==> config.mk <==
export PLATFORM = sky130hd
export DESIGN_NAME = iadd_unit
export DESIGN_NICKNAME = d
export VERILOG_FILES = /design/src/rtl/iadd_pkg.sv /design/src/rtl/iadd_decode.sv /design/src/rtl/iadd_prefix.sv /design/src/rtl/iadd_adder.sv /design/src/rtl/iadd_unit.sv
export SDC_FILE = /design/constraint.sdc
export NUM_CORES = 1
export LEC_CHECK = 0
export BUFFER_PORTS_ARGS = -buffer_cell sky130_fd_sc_hd__buf_2
export CORE_UTILIZATION = 46
export CTS_BUF_LIST = sky130_fd_sc_hd__clkbuf_4 sky130_fd_sc_hd__clkbuf_8
export DETAILED_ROUTE_END_ITERATION = 6
export PLACE_DENSITY_LB_ADDON = 0.3
export SETUP_SLACK_MARGIN = 0.5
export SYNTH_ARGS = -nofsm -noshare
export SYNTH_HDL_FRONTEND = slang
export SYNTH_SLANG_ARGS = --single-unit
export TNS_END_PERCENT = 10
==> constraint.sdc <==
create_clock -name clk_i -period 4.15 [get_ports clk_i]
set_clock_uncertainty 0.15 [all_clocks]
set_input_delay 0.2075 -clock clk_i [delete_from_list [all_inputs] [get_ports clk_i]]
set_output_delay 0.2075 -clock clk_i [all_outputs]
set_load 0.005 [all_outputs]
==> src/rtl/iadd_pkg.sv <==
package iadd_pkg;
  localparam int unsigned XLEN_DEF  = 32;
  localparam int unsigned IMM_W_DEF = 16;
  localparam int unsigned IDX_W_DEF = 5;
  localparam int unsigned OPC_W     = 6;

  // opcode pattern 0 0 1 K C 0, MSB first
  function automatic logic opc_is_add(input logic [OPC_W-1:0] opc);
    return (opc[5:3] == 3'b001) && !opc[0];
  endfunction
endpackage

==> src/rtl/iadd_decode.sv <==
module iadd_decode
  import iadd_pkg::*;
#(
  parameter int unsigned XLEN  = XLEN_DEF,
  parameter int unsigned IMM_W = IMM_W_DEF,
  parameter int unsigned IDX_W = IDX_W_DEF
) (
  input  logic [XLEN-1:0]  instr_i,
  output logic             is_add_o,
  output logic             keep_o,
  output logic             use_c_o,
  output logic [IDX_W-1:0] rd_o,
  output logic [IMM_W-1:0] imm_o
);
  localparam int unsigned OPC_LSB = XLEN - OPC_W;
  localparam int unsigned RD_LSB  = OPC_LSB - IDX_W;

  logic [OPC_W-1:0] opc;

  always_comb begin
    opc      = instr_i[OPC_LSB +: OPC_W];
    is_add_o = opc_is_add(opc);
    keep_o   = opc[2];
    use_c_o  = opc[1];
    rd_o     = instr_i[RD_LSB +: IDX_W];
    imm_o    = instr_i[IMM_W-1:0];
  end
endmodule

==> src/rtl/iadd_prefix.sv <==
module iadd_prefix #(
  parameter int unsigned IMM_W = 16
) (
  input  logic             clk_i,
  input  logic             rst_ni,
  input  logic             pfx_valid_i,
  input  logic [IMM_W-1:0] pfx_value_i,
  input  logic             issue_i,
  output logic             hit_o,
  output logic [IMM_W-1:0] hi_o
);
  always_ff @(posedge clk_i or negedge rst_ni) begin
    if (!rst_ni) begin
      hit_o <= 1'b0;
      hi_o  <= '0;
    end else if (pfx_valid_i) begin
      hit_o <= 1'b1;
      hi_o  <= pfx_value_i;
    end else if (issue_i) begin
      hit_o <= 1'b0; // one-shot: any issued word consumes it
    end
  end
endmodule

==> src/rtl/iadd_adder.sv <==
module iadd_adder #(
  parameter int unsigned XLEN  = 32,
  parameter int unsigned IMM_W = 16
) (
  input  logic [XLEN-1:0]  a_i,
  input  logic [IMM_W-1:0] imm_i,
  input  logic             hit_i,
  input  logic [IMM_W-1:0] hi_i,
  input  logic             cin_i,
  output logic [XLEN-1:0]  sum_o,
  output logic             cout_o
);
  localparam int unsigned EXT_W = XLEN - IMM_W;
  localparam int unsigned PAD_W = XLEN - 2 * IMM_W;

  logic [XLEN-1:0] sext_op, pfx_op, op;
  logic [XLEN:0]   wide;

  assign sext_op = {{EXT_W{imm_i[IMM_W-1]}}, imm_i};

  generate
    if (PAD_W == 0) begin : g_exact
      assign pfx_op = {hi_i, imm_i};
    end else begin : g_pad
      assign pfx_op = {{PAD_W{1'b0}}, hi_i, imm_i};
    end
  endgenerate

  always_comb begin
    op     = hit_i ? pfx_op : sext_op;
    wide   = {1'b0, a_i} + {1'b0, op} + {{XLEN{1'b0}}, cin_i};
    sum_o  = wide[XLEN-1:0];
    cout_o = wide[XLEN];
  end
endmodule

==> src/rtl/iadd_unit.sv <==
module iadd_unit
  import iadd_pkg::*;
#(
  parameter int unsigned XLEN  = XLEN_DEF,
  parameter int unsigned IMM_W = IMM_W_DEF,
  parameter int unsigned IDX_W = IDX_W_DEF
) (
  input  logic             clk_i,
  input  logic             rst_ni,
  input  logic             instr_valid_i,
  input  logic [XLEN-1:0]  instr_i,
  input  logic [XLEN-1:0]  ra_data_i,
  input  logic             carry_i,
  input  logic             pfx_valid_i,
  input  logic [IMM_W-1:0] pfx_value_i,
  output logic [IDX_W-1:0] rd_idx_o,
  output logic [XLEN-1:0]  result_o,
  output logic             result_valid_o,
  output logic             carry_o,
  output logic             carry_we_o
);
  logic             is_add, keep, use_c, hit, cout, fire;
  logic [IDX_W-1:0] rd;
  logic [IMM_W-1:0] imm, hi;
  logic [XLEN-1:0]  sum;

  iadd_decode #(.XLEN(XLEN), .IMM_W(IMM_W), .IDX_W(IDX_W)) u_dec (
    .instr_i (instr_i),
    .is_add_o(is_add),
    .keep_o  (keep),
    .use_c_o (use_c),
    .rd_o    (rd),
    .imm_o   (imm)
  );

  iadd_prefix #(.IMM_W(IMM_W)) u_pfx (
    .clk_i      (clk_i),
    .rst_ni     (rst_ni),
    .pfx_valid_i(pfx_valid_i),
    .pfx_value_i(pfx_value_i),
    .issue_i    (instr_valid_i),
    .hit_o      (hit),
    .hi_o       (hi)
  );

  iadd_adder #(.XLEN(XLEN), .IMM_W(IMM_W)) u_add (
    .a_i   (ra_data_i),
    .imm_i (imm),
    .hit_i (hit),
    .hi_i  (hi),
    .cin_i (use_c & carry_i),
    .sum_o (sum),
    .cout_o(cout)
  );

  assign fire = instr_valid_i & is_add;

  always_ff @(posedge clk_i or negedge rst_ni) begin
    if (!rst_ni) begin
      result_valid_o <= 1'b0;
      carry_we_o     <= 1'b0;
      carry_o        <= 1'b0;
      rd_idx_o       <= '0;
      result_o       <= '0;
    end else begin
      result_valid_o <= fire;
      carry_we_o     <= fire & ~keep;
      if (fire) begin
        rd_idx_o <= rd;
        result_o <= sum;
        carry_o  <= keep ? carry_i : cout;
      end
    end
  end
endmodule

# Word-level counts from Yosys, hierarchy flattened
# Cells that the tools add are included.
# Widths: inputs -> output; s select.
# totals
in_bits,85
ff_bits,57
# classes
n_mux,4
eq_ne,1
bitwise,4
addsub,2
n_reduce_logical,3
# ops
operator,n
$add 32x32->33,1
$add 33x1->33,1
$mux 32,1
$and 1x1->1,3
$eq 3x1->1 const B,1
$mux 1,3
$reduce_bool 2->1,1
$logic_and 1x1->1,1
$logic_not 1->1,1
$not 1->1,1

# Logic depth before layout (Yosys ltp)
# Gate-level depths: netlist (run 1).
# depth
ltp_word,4
ltp_mapped,14
ltp_nobuf,10

# By module
# Synthesis (run 1) repeated with hierarchy kept, for this count alone.
# unflattened
cells_unflattened,447
hier_area_um2,4549.4
# modules_own_cells
mod,area_each_um2,cells_each,n_inst
iadd_adder,1989.4,298,1
iadd_unit,1689.1,88,1
iadd_prefix,683.2,37,1
iadd_decode,187.7,24,1

# Worst setup path after synthesis (run 1)
# OpenSTA, ideal clock, no wires.
# synth_timing
path_type,flip-flop to flip-flop
start,register u_pfx.hit_o
end,register result_o[28]
slack_ns,0.994
n_path_buf,4
arrival_ns,2.860
path_stages_with_launch,15
setup_time_ns,0.146
cell_sequence,dfrtp_1 > clkbuf_1 > nand2b_1 > clkbuf_1 > clkbuf_1 > nand2_1 > ha_1 > buf_2 > nand4_1 > or2_2 > or3_1 > a211oi_1 > nor2_1 > mux2i_1 > o311ai_0
# synth_via
elab_chain_cells,3
# synth_lines
item,line,rtl
"start, declared",iadd_prefix.sv:9,"output logic hit_o,"
"start signal, assigned",iadd_prefix.sv:14,hit_o <= 1'b0;
"start signal, assigned",iadd_prefix.sv:17,hit_o <= 1'b1;
"start signal, assigned",iadd_prefix.sv:20,hit_o <= 1'b0;
$mux 32,iadd_adder.sv:30,op = hit_i ? pfx_op : sext_op;
$add 32x32->33,iadd_adder.sv:31,"wide = {1'b0, a_i} + {1'b0, op} + {{XLEN{1'b0}}, cin_i};"
$add 33x1->33,iadd_adder.sv:31,
"end signal, assigned",iadd_unit.sv:70,result_o <= sum;
"end, declared",iadd_unit.sv:17,"output logic [XLEN-1:0] result_o,"
# Every way passes these cells.
# A chain may end at the register's enable or synchronous reset.

# Worst setup path after layout (run 1)
# Same ends and word-level chain as after synthesis.

==> results of run 1 <==
==> critical path: stages, from the launching register on <==
cell      delay [ns]
dfrtp_2         0.52
nand2b_2        0.34
nand2_1         0.09
ha_1            0.39
a21oi_1         0.29
nand2_1         0.09
a221oi_1        0.43
o221ai_1        0.29
nor2_1          0.19
mux2i_1         0.19
o311ai_0        0.13
==> path summary, 6_finish.rpt <==
| path | endpoint | from | cells past startpoint | slack, ns |
|---|---|---|---|---|
| setup / recovery | result_o[28] | u_pfx.hit_o | 10 | 0.90 |
| hold / removal | carry_o | carry_i | 4 | 0.12 |
| min in group asynchronous | result_o[1] | rst_ni | 3 | 0.39 |
| hold reg to reg | result_o[5] | result_o[5] | 2 | 0.32 |
| setup reg to reg | result_o[28] | u_pfx.hit_o | 10 | 0.90 |
| max in group asynchronous | u_pfx.hit_o | rst_ni | 3 | 2.93 |
==> flip-flops by register name, indices dropped and copies added (netlist names) <==
signal	cells
rd_idx_o	5
carry_o	1
result_o	32
u_pfx.hit_o	1
result_valid_o	1
u_pfx.hi_o	16
carry_we_o	1
==> through the flow <==
step	power (mW)	instances	area, um2	util	setup slack, ns
4_1_cts	1.91	722	5170	0.593	0.589
2_1_floorplan	1.18	483	4140	-	0.994
5_1_grt	2.05	722	5180	0.594	0.552
3_5_place_dp	1.44	682	4770	0.547	0.569
3_3_place_gp	1.43	682	4770	0.547	0.714
6_report	1.90	722	5180	0.594	0.902
==> kinds of logic after synthesis <==
logic type / after synthesis
AOI/OAI and AO/OA: 139
xor gates and xnor gates: 19
adders and majority gates: 33
buffers and inverters: 41
DFF: 57
muxes: 19
and+or+nand+nor: 175
==> routing by layer <==
layer / vias up / share of wire / track usage
li1: 1995 / - / -
met1: 1825 / 0.47 / 0.302
met2: 114 / 0.47 / 0.364
met3: 12 / 0.048 / 0.0376
met4: 0 / 0.013 / 0.0781
met5: - / 0 / 0
==> cells in the mapped netlist (3+ instances only) <==
master    number
a211oi_1       5
a21o_1        15
a21oi_1       30
a221oi_1       3
a31oi_1        3
and3_1         6
buf_2          7
clkbuf_1      22
dfrtp_1       57
ha_1          31
inv_1         11
mux2_2        17
nand2_1       98
nand2b_1       3
nand3_1       11
nand4_1       10
nor2_1        17
nor2b_1        3
nor3_1         7
o21a_1         7
o21ai_0       36
o21bai_1       3
o31ai_1        9
or2_2          3
or3_1          3
xnor2_1       11
xor2_1         8
==> power groups by stage <==
stage | Sequential (mW) | Combinational (mW) | Clock (mW)
6_report | 0.741 | 0.709 | 0.445
3_3_place_gp | 0.746 | 0.679 | 0
2_1_floorplan | 0.757 | 0.425 | 0
4_1_cts | 0.743 | 0.710 | 0.459
3_5_place_dp | 0.752 | 0.691 | 0
5_1_grt | 0.759 | 0.797 | 0.489
==> what timing repair did <==
item	CTS	global route
endpoints found under the setup margin	0	7
gates resized for setup	0	2
hold buffers	24	0
hold endpoints to repair	80	0
==> cell type report <==
| class | instances | area (um2) |
|---|---|---|
| Clock inverter | 4 | 20.0 |
| Fill cell | 773 | 3540 |
| Inverter | 11 | 41.3 |
| Sequential cell | 57 | 1430 |
| Timing Repair Buffer | 145 | 851 |
| Tap cell | 108 | 135 |
| Multi-Input combinational cell | 385 | 2560 |
| Clock buffer | 12 | 146 |
==> reports/qor.yml, run 1 <==
internal_power_mw: 1.24
rows: 34
max_slew_margin: 0.477
setup_viol_count_final: 0
grt_pass1_vias: 3778
worstSetupPathType: "reg2reg"
synth_warnings: 0
cts-htree-levels: 3
cp.required_ns: 4.20
yosys_most_used_dff: "dfrtp_1"
worstSetupEndpointType: "flip-flop"
maxCapViolCount: 0
synth_top_family_by_area: "compound AO/OA/AOI/OAI gates"
grt_usage: 0.224
cts_tree: "done"
synthArstFlopShare: 1.00
max-vdd-ir-drop_uv: 145
numCtsBuffers: 9
postCtsSetupBuffers: 0
num_antenna_cells: 0
final_common_cell: "buf_2"
max_freq_mhz: 308
final.period_utilization: 0.783
layout_min_cycle_time_ns: 3.25
final_layout_size_suffix_gt1_frac: 0.275
drtIter0Drc: 133
synth.yosys.seq_area_share: 0.344
final.setup.tns_ns: 0
root_buffer: "clkbuf_8"
insertion_delay_ns: 0.34
synth_largest_area_cell: "dfrtp_1"
grt_start_max_net_pins: 61
core_um2: 8720
grt_setup_unrepaired: "no"
synthTopCellsByArea: "dfrtp_1 (34%), ha_1 (9.4%), nand2_1 (8.9%)"
firstDrtPassIters: 5
yosys-mux-area-fraction: 0.0510
synth_adder_area_share: 0.103
grt_overflow_total: 0
synth_compound_area_frac: 0.226
synth_area_um2: 4140
final_antenna_net_count: 0
seq_power_share: 0.391
syn_area_per_cell_um2: 8.58
hold_class: "in2reg"
io_buffer_count: 119
tightest_slew_ns: 0.777
antenna_found_initial: 0
drc: 0
synth_edf_count: 0
synth-simple-area-share: 0.195
swShare: 0.345
syn_to_final_growth_pct: 24.9
hpwl_um: 7700
fp.dieW_um: 96.9
synth_nets: 601
cts.path.max_buffers: 2
leakagePower_nw: 2.60
power_density_nw_per_um2: 366
slew_viol_final: 0
switching_power_uw: 653
start_kind: "flip-flop"
pwr-share-clk: 0.235
final_cell_mix: "buf_2 (119), nand2_1 (97), dfrtp_1 (56), o21ai_0 (36), ha_1 (31)"
nNetsFinal: 727
syn_inst: 483
timing.hold.ws_ns: 0.124
arrival_ns: 3.30
worstPathMaxFanout: 18
routed_wl_um: 10100
cts_sinks: 57
via_per_inst: 5.47
wl_per_cell_um: 14.1
hold_viol: 0
via_count: 3946
clk_pin_slew_ns: 0.07
synth_xor_area_frac: 0.0402
grt_pass1_wl_um: 17300
initial_core_util: 0.475
gp_congestion: 0.896
pin_count: 125
fp.dieH_um: 96.9
comb_power_share: 0.374
outcome: "completed"
die_area_um2: 9390
post-synth-top-area-fraction: 0.344
yosys_register_bits: 57
synth_cell_type_count: 60
No activity file was read; power rests on OpenSTA's default activity.
==> run 2, diff against run 1 <==
--- a/config.mk
+++ b/config.mk
@@ -5,6 +5,7 @@
 export SDC_FILE = /design/constraint.sdc
 export NUM_CORES = 1
 export LEC_CHECK = 0
+export ABC_AREA = 1
 export BUFFER_PORTS_ARGS = -buffer_cell sky130_fd_sc_hd__buf_2
 export CORE_UTILIZATION = 46
 export CTS_BUF_LIST = sky130_fd_sc_hd__clkbuf_4 sky130_fd_sc_hd__clkbuf_8
==> constraint.sdc (replaced) <==
create_clock -name clk_i -period 2.9 [get_ports clk_i]
set_clock_uncertainty 0.15 [all_clocks]
set_input_delay 0.145 -clock clk_i [delete_from_list [all_inputs] [get_ports clk_i]]
set_output_delay 0.145 -clock clk_i [all_outputs]
set_load 0.005 [all_outputs]
==> reports/qor.yml, run 2 <==
firstDrtPassIters: 5  # unchanged
drc: 0  # unchanged
hold_class: "in2reg"
synth_cell_type_count: 30  # -50%
initial_core_util: 0.478  # +0.00290
synth_edf_count: 0  # unchanged
cts_sinks: 57  # unchanged
synthArstFlopShare: 1.00  # unchanged
core_um2: 9820  # +13%
critPathTopFamily: "simple AND/OR/NAND/NOR gates"
num_antenna_cells: 0  # unchanged
critical-path-max-stage-delay_ns: 0.35  # -0.17 ns
synthTopCellsByArea: "dfrtp_1 (30%), nand2_1 (24%), inv_1 (11%)"
cp.required_ns: 2.99  # -1.21 ns
maxCapViolCount: 0  # unchanged
drtIter0Drc: 263  # +98%
die_area_um2: 10600  # +13%
layout_min_cycle_time_ns: 2.29  # -0.958 ns
fp.dieW_um: 103  # +6.3%
max-vdd-ir-drop_uv: 207  # +42%
grt_pass1_vias: 4448  # +18%
final.period_utilization: 0.790  # +0.00715
final_antenna_net_count: 0  # unchanged
syn_to_final_growth_pct: 27.5
synth_nets: 873  # +45%
grt_setup_unrepaired: "yes"
clk_pin_slew_ns: 0.08  # about the same
max_freq_mhz: 437  # +42%
syn_inst: 755  # +56%
final_cell_mix: "nand2_1 (293), inv_1 (137), buf_2 (119), dfrtp_1 (57), o21ai_0 (41)"
final.setup.tns_ns: 0  # unchanged
nNetsFinal: 1024  # +41%
arrival_ns: 2.38  # -0.92 ns
regMostFlops: "result_o"
layout_setup_ws_ns: 0.610  # -0.292 ns
cp_cell_sequence: "inv_2 > buf_4 > o21ai_0 > ha_2 > nand2_2 > inv_1 > nand2_1 > nand2_1 > nand2_1 > nand2_1 > a21oi_1 > nand3_1 > nand3_1 > nand2_1"
cts_tree: "done"
worstPathMaxFanout: 8  # -10
pin_count: 125  # unchanged
leakagePower_nw: 3.57  # +37%
post-synth-top-area-fraction: 0.304  # -0.0404
gp_congestion: 0.906  # +1.1%
routed_wl_um: 12200  # +20%
setup_viol_count_final: 0  # unchanged
yosys_register_bits: 57  # unchanged
outcome: "completed"
place_ws_ns: 0.478  # -0.0902 ns
worstSetupEndpointType: "flip-flop"
reg.largest.list: "result_o (32), u_pfx.hi_o (16), rd_idx_o (5)"
slew_viol_final: 0  # unchanged
wl_per_cell_um: 11.7  # -17%
crit_top_cell: "nand2_1"
final_common_cell: "nand2_1"
synth_commonest_cells: "nand2_1 (301), inv_1 (138), dfrtp_1 (57)"
synth_warnings: 0  # unchanged
power_density_nw_per_um2: 475  # +30%
fin_area_um2: 5990  # +16%
synth.yosys.seq_area_share: 0.304  # -0.0404
via_count: 4920  # +25%
rows: 36  # +5.9%
antenna_found_initial: 0  # unchanged
io_buffer_count: 119  # unchanged
synth_area_um2: 4690  # +13%
placed_area_um2: 5420  # +14%
final_layout_size_suffix_gt1_frac: 0.220  # -0.0552
worstSetupPathType: "reg2reg"
hold_viol: 0  # unchanged
max_slew_margin: 0.480  # +0.00237
grt_usage: 0.244  # +0.0195
synth_largest_area_cell: "dfrtp_1"
fp.dieH_um: 103  # +6.3%
syn_area_per_cell_um2: 6.22  # -28%
cts-htree-levels: 3  # unchanged
grt_overflow_total: 0  # unchanged
yosys_most_used_dff: "dfrtp_1"
start_kind: "flip-flop"
power_mw: 2.84  # +50%
tightest_slew_ns: 0.779  # +0.00195 ns
grt_pass1_wl_um: 19900  # +15%
numCtsBuffers: 9  # unchanged
root_buffer: "clkbuf_8"
yosysMostFrequentCell: "nand2_1"
path_buf_inv: 3  # +3
crit_path_top_delay_cell: "ha_2"
hpwl_um: 9520  # +24%
grt_start_max_net_pins: 58  # -4.9%
via_per_inst: 4.72  # -14%
cts.path.max_buffers: 2  # unchanged
insertion_delay_ns: 0.35  # about the same
largest_reg_flops: 32  # unchanged
-- run 2: final timing paths --
kind | from | to | slack [ns] | cells after the start
setup / recovery | u_pfx.hit_o | result_o[29] | 0.61 | 14
hold / removal | carry_i | carry_o | 0.03 | 5
min in group asynchronous | rst_ni | result_o[8] | 0.32 | 3
hold reg to reg | rd_idx_o[3] | rd_idx_o[3] | 0.32 | 2
max in group asynchronous | rst_ni | u_pfx.hi_o[4] | 1.80 | 3
setup reg to reg | u_pfx.hit_o | result_o[29] | 0.61 | 14
-- run 2: area by class of cell --
cell class	instances	area [um2]
clock buffers	11	151
clock inverters	3	17.5
fillers	975	3830
flip-flops and latches	57	1430
well taps	133	166
multi-input cells	543	2780
repair buffers	153	915
inverters	142	533
-- run 2: cell families after synthesis --
group | share of synthesized area
AO/OA/AOI/OAI | 0.0805
XOR/XNOR | 0.0261
adder cells (fa/ha/maj) | 0.0912
flip-flops | 0.304
AND/OR/NAND/NOR | 0.372
buffers and inverters | 0.126
-- run 2: repair_timing --
action | 4_1_cts | 5_1_grt
pin swaps | 0 | 8
cloned | 0 | 1
gates resized for setup | 1 | 37
endpoints found under the hold margin | 81 | 0
endpoints found under the setup margin | 7 | 16
buffers inserted | 0 | 6
hold buffers | 24 | 0
-- run 2: worst register-to-register path, stage by stage (launching register included) --
cell and delay, ns:
dfrtp_1 0.34, inv_2 0.07, buf_4 0.16, o21ai_0 0.18
ha_2 0.35, nand2_2 0.16, inv_1 0.05, nand2_1 0.06
nand2_1 0.06, nand2_1 0.06, nand2_1 0.08, a21oi_1 0.22
nand3_1 0.10, nand3_1 0.09, nand2_1 0.05
-- run 2: routing by layer --
layer	global-route usage	wire length [um]	vias up
li1	-	-	2595
met1	0.326	5870	2161
met2	0.401	5360	143
met3	0.0461	718	21
met4	0.0737	254	0
met5	0	0	-
-- run 2: per-stage QoR --
stage               instances  hold WS, ns   util
finish                   1042       0.0267  0.610
global route             1042       0.0607  0.610
CTS                      1035       0.0210  0.594
detailed placement        997        0.174  0.552
global placement          997        0.164  0.552
floorplan                 755       -0.301      -
-- run 2: where the power goes --
group / switching, mW / internal (mW)
Clock: 0.333 / 0.344
Sequential: 0.0735 / 0.958
Combinational: 0.656 / 0.480
Total: 1.06 / 1.78
